$ cat src/rtl/mbus_pkg.sv
package mbus_pkg;
   typedef enum logic [1:0] {
      ST_IDLE = 2'd0,
      ST_ADDR = 2'd1,
      ST_DATA = 2'd2
   } mbus_state_e;
endpackage

$ cat src/rtl/mbus_seq.sv
module mbus_seq
   import mbus_pkg::*;
#(
   parameter int MAX_BEATS = 4,
   localparam int CNT_W = $clog2(MAX_BEATS)
) (
   input  logic             clk,
   input  logic             rst,
   input  logic             req_valid,
   input  logic [CNT_W-1:0] req_len,
   input  logic             req_write,
   input  logic             rdy_n,
   output mbus_state_e      state,
   output logic [CNT_W-1:0] beat,
   output logic [CNT_W-1:0] len_q,
   output logic             wr_q,
   output logic             fire,
   output logic             last,
   output logic             ads_n,
   output logic             ale,
   output logic             blast_n,
   output logic             done
);
   logic [CNT_W-1:0] beat_nx;

   assign fire    = (state == ST_DATA) && !rdy_n;
   assign last    = (beat == len_q);
   assign beat_nx = beat + CNT_W'(1);

   always_ff @(posedge clk) begin
      if (rst) begin
         state   <= ST_IDLE;
         beat    <= '0;
         len_q   <= '0;
         wr_q    <= 1'b0;
         ads_n   <= 1'b1;
         ale     <= 1'b0;
         blast_n <= 1'b1;
         done    <= 1'b0;
      end else begin
         done <= 1'b0;
         unique case (state)
            ST_IDLE: if (req_valid) begin
               state <= ST_ADDR;
               ads_n <= 1'b0;
               ale   <= 1'b1;
               len_q <= req_len;
               wr_q  <= req_write;
               beat  <= '0;
            end
            ST_ADDR: begin
               state   <= ST_DATA;
               ads_n   <= 1'b1;
               ale     <= 1'b0;
               blast_n <= (len_q != '0);
            end
            ST_DATA: if (fire) begin
               if (last) begin
                  state   <= ST_IDLE;
                  blast_n <= 1'b1;
                  done    <= 1'b1;
               end else begin
                  beat    <= beat_nx;
                  blast_n <= (beat_nx != len_q);
               end
            end
            default: state <= ST_IDLE;
         endcase
      end
   end

   assert_strobe_pair_R3: assert property (@(posedge clk) disable iff (rst)
      !ads_n |-> (ale && state == ST_ADDR));
   assert_addr_single_R4: assert property (@(posedge clk) disable iff (rst)
      (state == ST_ADDR) |=> (ads_n && !ale && state == ST_DATA));
   assert_blast_hold_R5: assert property (@(posedge clk) disable iff (rst)
      (state == ST_DATA && !blast_n && rdy_n) |=> !blast_n);
   assert_wait_beat_R6: assert property (@(posedge clk) disable iff (rst)
      (state == ST_DATA && rdy_n) |=> ($stable(beat) && state == ST_DATA));
   assert_done_after_last_R9: assert property (@(posedge clk) disable iff (rst)
      done |-> (blast_n && state == ST_IDLE && $past(!blast_n)));
endmodule

$ cat src/rtl/mbus_datapath.sv
module mbus_datapath
   import mbus_pkg::*;
#(
   parameter int DATA_W    = 32,
   parameter int MAX_BEATS = 4,
   localparam int CNT_W  = $clog2(MAX_BEATS),
   localparam int ADDR_W = DATA_W - CNT_W
) (
   input  logic                        clk,
   input  logic                        rst,
   input  logic                        accept,
   input  logic [ADDR_W-1:0]           req_addr,
   input  logic [CNT_W-1:0]            req_len,
   input  logic [MAX_BEATS*DATA_W-1:0] req_wdata,
   input  mbus_state_e                 state,
   input  logic [CNT_W-1:0]            beat,
   input  logic [CNT_W-1:0]            len_q,
   input  logic                        wr_q,
   input  logic                        fire,
   input  logic                        last,
   input  logic [DATA_W-1:0]           bus_in,
   output logic [DATA_W-1:0]           bus_out,
   output logic                        bus_oe,
   output logic                        rsp_valid,
   output logic [DATA_W-1:0]           rsp_data,
   output logic [CNT_W-1:0]            rsp_beat
);
   logic [DATA_W-1:0] req_words [MAX_BEATS];
   logic [DATA_W-1:0] wbuf      [MAX_BEATS];
   logic [CNT_W-1:0]  beat_nx;

   assign beat_nx = beat + CNT_W'(1);

   for (genvar i = 0; i < MAX_BEATS; i++) begin : g_word
      assign req_words[i] = req_wdata[i*DATA_W +: DATA_W];
      always_ff @(posedge clk) begin
         if (rst)         wbuf[i] <= '0;
         else if (accept) wbuf[i] <= req_words[i];
      end
   end

   always_ff @(posedge clk) begin
      if (rst) begin
         bus_out   <= '0;
         bus_oe    <= 1'b0;
         rsp_valid <= 1'b0;
         rsp_data  <= '0;
         rsp_beat  <= '0;
      end else begin
         rsp_valid <= 1'b0;
         if (accept) begin
            bus_out <= {req_addr, req_len};
            bus_oe  <= 1'b1;
         end
         if (state == ST_ADDR) begin
            bus_oe <= wr_q;
            if (wr_q) bus_out <= wbuf[0];
         end
         if (fire) begin
            if (!wr_q) begin
               rsp_valid <= 1'b1;
               rsp_data  <= bus_in;
               rsp_beat  <= beat;
            end
            if (last) begin
               bus_out <= {bus_out[DATA_W-1:CNT_W], len_q};
               bus_oe  <= 1'b1;
            end else if (wr_q) begin
               bus_out <= wbuf[beat_nx];
            end
         end
      end
   end

   assert_read_release_R8: assert property (@(posedge clk) disable iff (rst)
      (state == ST_DATA && !wr_q) |-> !bus_oe);
   assert_write_drive_R7: assert property (@(posedge clk) disable iff (rst)
      (state == ST_DATA && wr_q) |-> bus_oe);
   assert_bus_hold_R6: assert property (@(posedge clk) disable iff (rst)
      (state == ST_DATA && !fire) |=> ($stable(bus_out) && $stable(bus_oe)));
   assert_no_write_rsp_R8: assert property (@(posedge clk) disable iff (rst)
      (rsp_valid) |-> !wr_q);
endmodule

$ cat src/rtl/mbus_master.sv
module mbus_master
   import mbus_pkg::*;
#(
   parameter int DATA_W    = 32,
   parameter int MAX_BEATS = 4,
   localparam int CNT_W  = $clog2(MAX_BEATS),
   localparam int ADDR_W = DATA_W - CNT_W
) (
   input  logic                        clk,
   input  logic                        rst,
   input  logic                        req_valid,
   output logic                        req_ready,
   input  logic [ADDR_W-1:0]           req_addr,
   input  logic                        req_write,
   input  logic [CNT_W-1:0]            req_len,
   input  logic [MAX_BEATS*DATA_W-1:0] req_wdata,
   output logic [DATA_W-1:0]           bus_out,
   output logic                        bus_oe,
   input  logic [DATA_W-1:0]           bus_in,
   output logic                        ads_n,
   output logic                        ale,
   output logic                        blast_n,
   input  logic                        rdy_n,
   output logic                        rsp_valid,
   output logic [DATA_W-1:0]           rsp_data,
   output logic [CNT_W-1:0]            rsp_beat,
   output logic                        done
);
   initial begin
      assert (MAX_BEATS >= 2 && (1 << CNT_W) == MAX_BEATS)
         else $error("MAX_BEATS must be a power of two, at least 2");
      assert (DATA_W > CNT_W)
         else $error("DATA_W must exceed the size field width");
   end

   mbus_state_e      state;
   logic [CNT_W-1:0] beat, len_q;
   logic             wr_q, fire, last, accept;

   assign req_ready = (state == ST_IDLE);
   assign accept    = req_valid && req_ready;

   mbus_seq #(.MAX_BEATS(MAX_BEATS)) seq_i (
      .clk(clk), .rst(rst), .req_valid(req_valid), .req_len(req_len),
      .req_write(req_write), .rdy_n(rdy_n), .state(state), .beat(beat),
      .len_q(len_q), .wr_q(wr_q), .fire(fire), .last(last),
      .ads_n(ads_n), .ale(ale), .blast_n(blast_n), .done(done)
   );

   mbus_datapath #(.DATA_W(DATA_W), .MAX_BEATS(MAX_BEATS)) dp_i (
      .clk(clk), .rst(rst), .accept(accept), .req_addr(req_addr),
      .req_len(req_len), .req_wdata(req_wdata), .state(state), .beat(beat),
      .len_q(len_q), .wr_q(wr_q), .fire(fire), .last(last), .bus_in(bus_in),
      .bus_out(bus_out), .bus_oe(bus_oe), .rsp_valid(rsp_valid),
      .rsp_data(rsp_data), .rsp_beat(rsp_beat)
   );

   assert_accept_starts_R2: assert property (@(posedge clk) disable iff (rst)
      (req_valid && req_ready) |=> (!ads_n && !req_ready));
   assert_addr_field_R3: assert property (@(posedge clk) disable iff (rst)
      (req_valid && req_ready) |=> (bus_out == {$past(req_addr), $past(req_len)} && bus_oe));
endmodule

$ cat config.mk
export PLATFORM = sky130hd
export DESIGN_NAME = mbus_master
export DESIGN_NICKNAME = d
export VERILOG_FILES = /design/src/rtl/mbus_pkg.sv /design/src/rtl/mbus_seq.sv /design/src/rtl/mbus_datapath.sv /design/src/rtl/mbus_master.sv
export SDC_FILE = /design/constraint.sdc
export NUM_CORES = 1
export LEC_CHECK = 0
export ABC_AREA = 1
export ABC_CLOCK_PERIOD_IN_PS = 4600
export BUFFER_PORTS_ARGS = -buffer_cell sky130_fd_sc_hd__buf_4
export CAP_MARGIN = 20
export CORE_MARGIN = 3
export CORE_UTILIZATION = 48
export CTS_BUF_LIST = sky130_fd_sc_hd__clkbuf_16
export CTS_CLUSTER_DIAMETER = 40
export DETAILED_ROUTE_END_ITERATION = 10
export PLACE_DENSITY = 0.76
export SETUP_SLACK_MARGIN = 0.3
export SYNTH_ARGS = -nofsm -noshare
export SYNTH_HDL_FRONTEND = slang
export SYNTH_SLANG_ARGS = --single-unit
$ cat constraint.sdc
create_clock -name clk -period 4.6 [get_ports clk]
set_clock_uncertainty 0.2 [all_clocks]
set_input_delay 0.92 -clock clk [delete_from_list [all_inputs] [get_ports clk]]
set_output_delay 0.92 -clock clk [all_outputs]
set_load 0.01 [all_outputs]
==> run metrics, run 1 <==
complex-gate fraction of the synthesized area 0.0616; number of synthesized flops with an enable pin 128; I/O Buffers 269; Power Density 386 mW/mm^2; I/O Pins 270; Yosys reg bits 207; top-area cell type share of the netlist area 0.394; Mapped Cells 1,248; Area Growth Syn to Fin 31.8%; P_leak 6.38 nW; family with the most delay on the worst path simple AND/OR/NAND/NOR gates; CTS clk-pin slew, worst paths 0.06 ns; synth top area cells edfxtp_1 (39%), dfxtp_1 (16%), nand2_1 (13%), nor2_1 (9.1%), inv_1 (8.4%); die area 0.0221 sq mm; chip width 149 microns; clock tree from TritonCTS yes; relative slew slack 0.351; Final HPWL DP 18.3 mm; Core Util, Final 0.653; syn nets 1,445; Worst-Skew Late Latency 0.54 ns; initial DRC count 616; vias in the first global route 7,955; synthesized area per cell 7.83 sq um; CP max FO 31; worst min path class reg -> reg; RSZ-0062 raised after global routing no; worst hold slack 0.255 ns; final setup fails 0; Worst Max-Slew Pin Slew 0.973 ns; largest family of logic cells by synthesized area simple AND/OR/NAND/NOR gates; worst-path cell chain inv_1 > nand2_1 > o21ai_0 > nand2_1 > nand2_1 > nand2_1 > nand2_1 > nand2_1; M2 GR Usage 0.356; Antenna Nets Post-Route 0; met3 Use GR 0.0411; met1 global-route usage 0.327; most frequent cells in the layout nand2_1 (331), buf_4 (277), nor2_1 (237); count of different cell masters after synthesis 25; VDD IR max 0.291 mV; Total Routing Usage GR 0.227; PostCTS Resize Cnt 0; outcome complete, no violations; Final Wtd Congestion 0.871; Starting Density 0.495; drt drc 0; DRT Wirelength 26.2 mm; Pwr Total 0.00497 W; CP peak stage delay 0.75 ns; CP endpoint kind flip-flop; slowest cell on the critical path nand2_1; post-CTS setup buffers 0; Pre-antenna DRT Iters 5; detailed-route via count 8,484; initial antenna violation count 0; Design Area, Final 0.0129 sq mm; largest buffer count on any clock path 3; layout cells sized above 1 0.229; core area 0.0197 sq mm; Tmin final 3.16 ns; worst path bufs/invs 1; htree depth 1; mux cell area share after synthesis 0; Worst Path Required 4.83 ns; critical path startpoint category flip-flop; TritonCTS Buffers 30; root buf cell clkbuf_16; wire per inst 14.7 microns; highest clock rate 316 MHz; fin. max-slew vios 0; final hold violation count 0; placed cell areas 0.0119 sq mm; Fin Setup TNS 0 ns; commonest non-fill, non-tap cell in the layout nand2_1; row count 51; Synth Area in Adders 0; CTS sink count 207; Synth Area in XOR/XNOR 0.00179; Yosys top cell by area edfxtp_1; max-cap check violation count 0; Die Span Y 149 microns; vias per inst 4.75; Async S/R FF share, synth 0; first-pass GRT wire length 40.7 mm; synthesized area 0.00977 sq mm; largest net degree at the start of global routing 132; Yosys warnings 0; simple-gate share of the synthesized area 0.261; Main synth FF type edfxtp_1; CP arrival 3.39 ns; most used routing layer met2; Hold-fix buffers, CTS 0; Diodes inserted 0; sequential area share after synthesis 0.556; critical path's most frequent cell nand2_1; fin crit share 0.687; Crit Path Class reg -> reg; GRT Residual Overflow 0; Post-layout nets 1,695
[worst paths after layout]
kind         depth (start not counted)  slack (ns)           from              end
max                                  8        1.44  seq_i.beat[1]  dp_i.bus_out[7]
min                                  2        0.26    seq_i.ads_n      seq_i.ads_n
max reg2reg                          8        1.44  seq_i.beat[1]  dp_i.bus_out[7]
min reg2reg                          2        0.26    seq_i.ads_n      seq_i.ads_n
[through the flow]
| stage | cells | setup slack (ns) |
|---|---|---|
| after global placement | 1730 | 1.62 |
| final | 1787 | 1.44 |
| after detailed placement | 1731 | 1.48 |
| after global routing | 1787 | 1.12 |
| after CTS | 1787 | 1.47 |
| after floorplan | 1248 | 1.19 |
[cells by family (layout without fill, tap and decap cells)]
family | Yosys count | after routing
flip-flops | 207 | 207
AO/OA/AOI/OAI | 112 | 112
XOR/XNOR | 2 | 2
buffers and inverters | 283 | 557
AND/OR/NAND/NOR | 644 | 644
[cell usage after synthesis (7+ instances only)]
cell type,count
buf_2,21
o211ai_1,9
nor2_1,238
nand3_1,58
o21ai_0,82
inv_1,218
edfxtp_1,128
nand2_1,332
buf_4,8
buf_6,7
dfxtp_1,79
clkbuf_1,23
a21oi_1,14
[state kept, by name (all words and copies together) (netlist names)]
| signal | flops |
|---|---|
| dp_i.wbuf | 128 |
| seq_i.len_q | 2 |
| dp_i.bus_out | 32 |
| seq_i.wr_q | 1 |
| dp_i.rsp_beat | 2 |
| dp_i.rsp_valid | 1 |
| dp_i.bus_oe | 1 |
| seq_i.state | 2 |
| dp_i.rsp_data | 32 |
| seq_i.beat | 2 |
| seq_i.done | 1 |
| seq_i.ads_n | 1 |
| seq_i.ale | 1 |
| seq_i.blast_n | 1 |
[worst min-delay path: cells and delay by family (launching register included)]
| kind | cells | cell delay [ns] |
|---|---|---|
| flip-flops | 1 | 0.31 |
| AND/OR/NAND/NOR | 2 | 0.10 |
[where the power goes]
part	internal, W	switching, W	leakage, nW	total [W]
combinational	0.000261	0.000324	3.87	0.000586
clock	0.00131	0.000886	0.478	0.00219
sequential	0.00213	0.0000637	2.03	0.00219
total	0.00370	0.00127	6.38	0.00497
[layout make-up]
| class | count | area (sq um) |
|---|---|---|
| Inverter | 223 | 840 |
| Tap cell | 265 | 332 |
| Clock inverter | 25 | 208 |
| Multi-Input combinational cell | 758 | 3190 |
| Timing Repair Buffer | 278 | 2110 |
| Fill cell | 1627 | 6840 |
| Clock buffer | 31 | 776 |
| Sequential cell | 207 | 5430 |
[per-layer routing]
layer | routed length [microns] | up-vias | part of all wire
li1 | - | 4328 | -
met1 | 11700 | 3793 | 0.44
met2 | 12000 | 328 | 0.46
met3 | 2150 | 35 | 0.082
met4 | 490 | 0 | 0.019
met5 | 0 | - | 0
(Power assumes the default switching activity.)
==> run 2: changes to the inputs <==
--- a/config.mk
+++ b/config.mk
@@ -5,16 +5,16 @@
 export SDC_FILE = /design/constraint.sdc
 export NUM_CORES = 1
 export LEC_CHECK = 0
-export ABC_AREA = 1
-export ABC_CLOCK_PERIOD_IN_PS = 4600
+export ABC_AREA = 0
+export ABC_CLOCK_PERIOD_IN_PS = 3100
 export BUFFER_PORTS_ARGS = -buffer_cell sky130_fd_sc_hd__buf_4
 export CAP_MARGIN = 20
 export CORE_MARGIN = 3
-export CORE_UTILIZATION = 48
+export CORE_UTILIZATION = 52
 export CTS_BUF_LIST = sky130_fd_sc_hd__clkbuf_16
 export CTS_CLUSTER_DIAMETER = 40
 export DETAILED_ROUTE_END_ITERATION = 10
-export PLACE_DENSITY = 0.76
+export PLACE_DENSITY = 0.79
 export SETUP_SLACK_MARGIN = 0.3
 export SYNTH_ARGS = -nofsm -noshare
 export SYNTH_HDL_FRONTEND = slang
==> constraint.sdc (replaced) <==
create_clock -name clk -period 3.1 [get_ports clk]
set_clock_uncertainty 0.2 [all_clocks]
set_input_delay 0.62 -clock clk [delete_from_list [all_inputs] [get_ports clk]]
set_output_delay 0.62 -clock clk [all_outputs]
set_load 0.01 [all_outputs]
==> run 2 against run 1 <==
Hold slack got worse by 0.12 ns. Critical path depth decreased by 3. Synthesized cell count decreased by 28%. Clock-buffer cell count increased by 1. Design area decreased by 2.9%. Highest routed layer unchanged. Register-to-register slack got worse by 0.89 ns. Setup slack got worse by 0.89 ns. Combinational power increased by 41%. Largest power group is now the clock network.
==> run metrics, run 2 <==
vias per inst 5.42; Mapped Cells 900; Biggest register dp_i.wbuf; count of different cell masters after synthesis 46; Tmin final 2.55 ns; chip width 139 microns; Fillers 1,287; slowest cell on the critical path and2_1; CP arrival 2.77 ns; root buf cell clkbuf_16; max reg flops 128; Total Routing Usage GR 0.248; Fin Setup TNS 0 ns; initial antenna violation count 0; multi-input logic area 0.00351 sq mm; worst min path class in -> reg; Design Area, Final 0.0125 sq mm; Hold-fix buffers, CTS 0; Largest regs dp_i.wbuf x128, dp_i.bus_out x32, dp_i.rsp_data x32; post-CTS setup buffers 0; initial DRC count 695; synthesized area per cell 10.3 sq um; critical path startpoint category flip-flop; row count 48; synth top area cells edfxtp_1 (42%), dfxtp_1 (17%), and2_1 (8.7%), nand2_1 (6.8%), a21oi_1 (3.9%); clock tree from TritonCTS yes; largest buffer count on any clock path 3; outcome complete, no violations; CP max FO 28; P_leak 5.11 nW; TritonCTS Buffers 30; Final HPWL DP 17.3 mm; Yosys warnings 0; wire per inst 17.8 microns; placed cell areas 0.0114 sq mm; worst path bufs/invs 1; highest clock rate 392 MHz; CP endpoint kind flip-flop; worst-path cell chain and2_1 > a32oi_2 > buf_4 > o22ai_1 > o21ai_1; layout cells sized above 1 0.306; final hold violation count 0; first-pass GRT wire length 39.0 mm; Synth top cells by count nand2_1 (167), and2_1 (129), edfxtp_1 (128); most frequent cells in the layout buf_4 (286), nand2_1 (167), and2_1 (129); largest net degree at the start of global routing 123; family with the most delay on the worst path simple AND/OR/NAND/NOR gates; Diodes inserted 0; CTS clk-pin slew, worst paths 0.06 ns; Yosys reg bits 207; number of synthesized flops with an enable pin 128; Worst Max-Slew Pin Slew 0.754 ns; I/O Buffers 269; sequential area share after synthesis 0.587; Antenna Nets Post-Route 0; Worst Path Required 3.32 ns; synthesized area 0.00925 sq mm; Post-layout nets 1,347; max-cap check violation count 0; die area 0.0194 sq mm; CTS sink count 207; vias in the first global route 7,367; final setup fails 0; Crit Path Class reg -> reg; Worst-Skew Late Latency 0.54 ns; Final Wtd Congestion 0.877; RSZ-0062 raised after global routing no; top-area cell type share of the netlist area 0.416; FF/Latch Area 0.00543 sq mm; CP peak stage delay 0.71 ns; I/O Pins 270; Main synth FF type edfxtp_1; GRT Residual Overflow 0; fin. max-slew vios 0; relative slew slack 0.497; PostCTS Resize Cnt 0; commonest non-fill, non-tap cell in the layout buf_4; Area Growth Syn to Fin 35.3%; Pre-antenna DRT Iters 5; core area 0.0174 sq mm; Async S/R FF share, synth 0; Power Density 597 mW/mm^2; detailed-route via count 7,582; worst hold slack 0.132 ns; htree depth 1; syn nets 1,097; DRT Wirelength 25.0 mm; fin crit share 0.823; VDD IR max 0.504 mV; top-count cell post-synth nand2_1; Yosys top cell by area edfxtp_1; drt drc 0; Die Span Y 139 microns; Starting Density 0.533
-- run 2: cell count changes in the layout (fill, tap and decap cells not counted), moves of 52 or more --
cell / previous run / this run
nand2_1: 331 / 167
nor2_1: 237 / 64
nand3_1: 58 / 6
o21ai_0: 82 / 15
inv_1: 219 / 6
a21oi_1: 14 / 72
and2_1: 0 / 129
-- run 2: routing by layer --
metal / vias up / global-route usage / share of wire
li1: 3655 / - / -
met5: - / 0 / 0
met3: 46 / 0.0474 / 0.084
met1: 3534 / 0.348 / 0.42
met4: 0 / 0.0865 / 0.028
met2: 347 / 0.391 / 0.47
-- run 2: where the power goes --
| part | internal (W) | switching, W | total (W) |
|---|---|---|---|
| registers | 0.00315 | 0.0000949 | 0.00325 |
| logic | 0.000406 | 0.000421 | 0.000828 |
| clock network | 0.00213 | 0.00126 | 0.00339 |
-- run 2: worst paths after layout --
check | end | depth (start not counted) | slack (ns) | startpoint
worst max-delay path | dp_i.bus_out[18] | 5 | 0.55 | seq_i.beat[1]
worst min-delay path | dp_i.rsp_data[25] | 3 | 0.13 | bus_in[25]
worst max register to register | dp_i.bus_out[18] | 5 | 0.55 | seq_i.beat[1]
worst min register to register | dp_i.rsp_data[1] | 2 | 0.26 | dp_i.rsp_data[1]
-- run 2: per-stage QoR --
stage               total power [W]  worst slack [ns]  std cells   util
floorplan                   0.00369             0.311        900      -
global placement            0.00410             0.652       1342  0.660
detailed placement          0.00412             0.576       1342  0.660
CTS                         0.00751             0.560       1398  0.719
global route                0.00774             0.367       1399  0.720
finish                      0.00747             0.548       1399  0.720
-- run 2: logic make-up after synthesis --
logic type / count (synthesis) / synth area share
compound gates: 185 / 0.123
xor+xnor: 1 / 0.000948
buf+inv: 75 / 0.0371
flops: 207 / 0.587
mux: 33 / 0.0411
simple gates: 399 / 0.211
-- run 2: layout make-up --
cell class,count,share of cell area
Clock buffer,32,0.0640
Clock inverter,24,0.0182
Inverter,2,0.000600
Multi-Input combinational cell,618,0.280
Sequential cell,207,0.434
Tap cell,225,0.0225
Timing Repair Buffer,291,0.180
-- run 2: worst reg2reg max path: cells and delay by family, from the launching register on --
kind	cells	cell delay, ns
simple gates	1	0.72
compound gates	3	0.55
buf+inv	1	0.27
flops	1	0.70
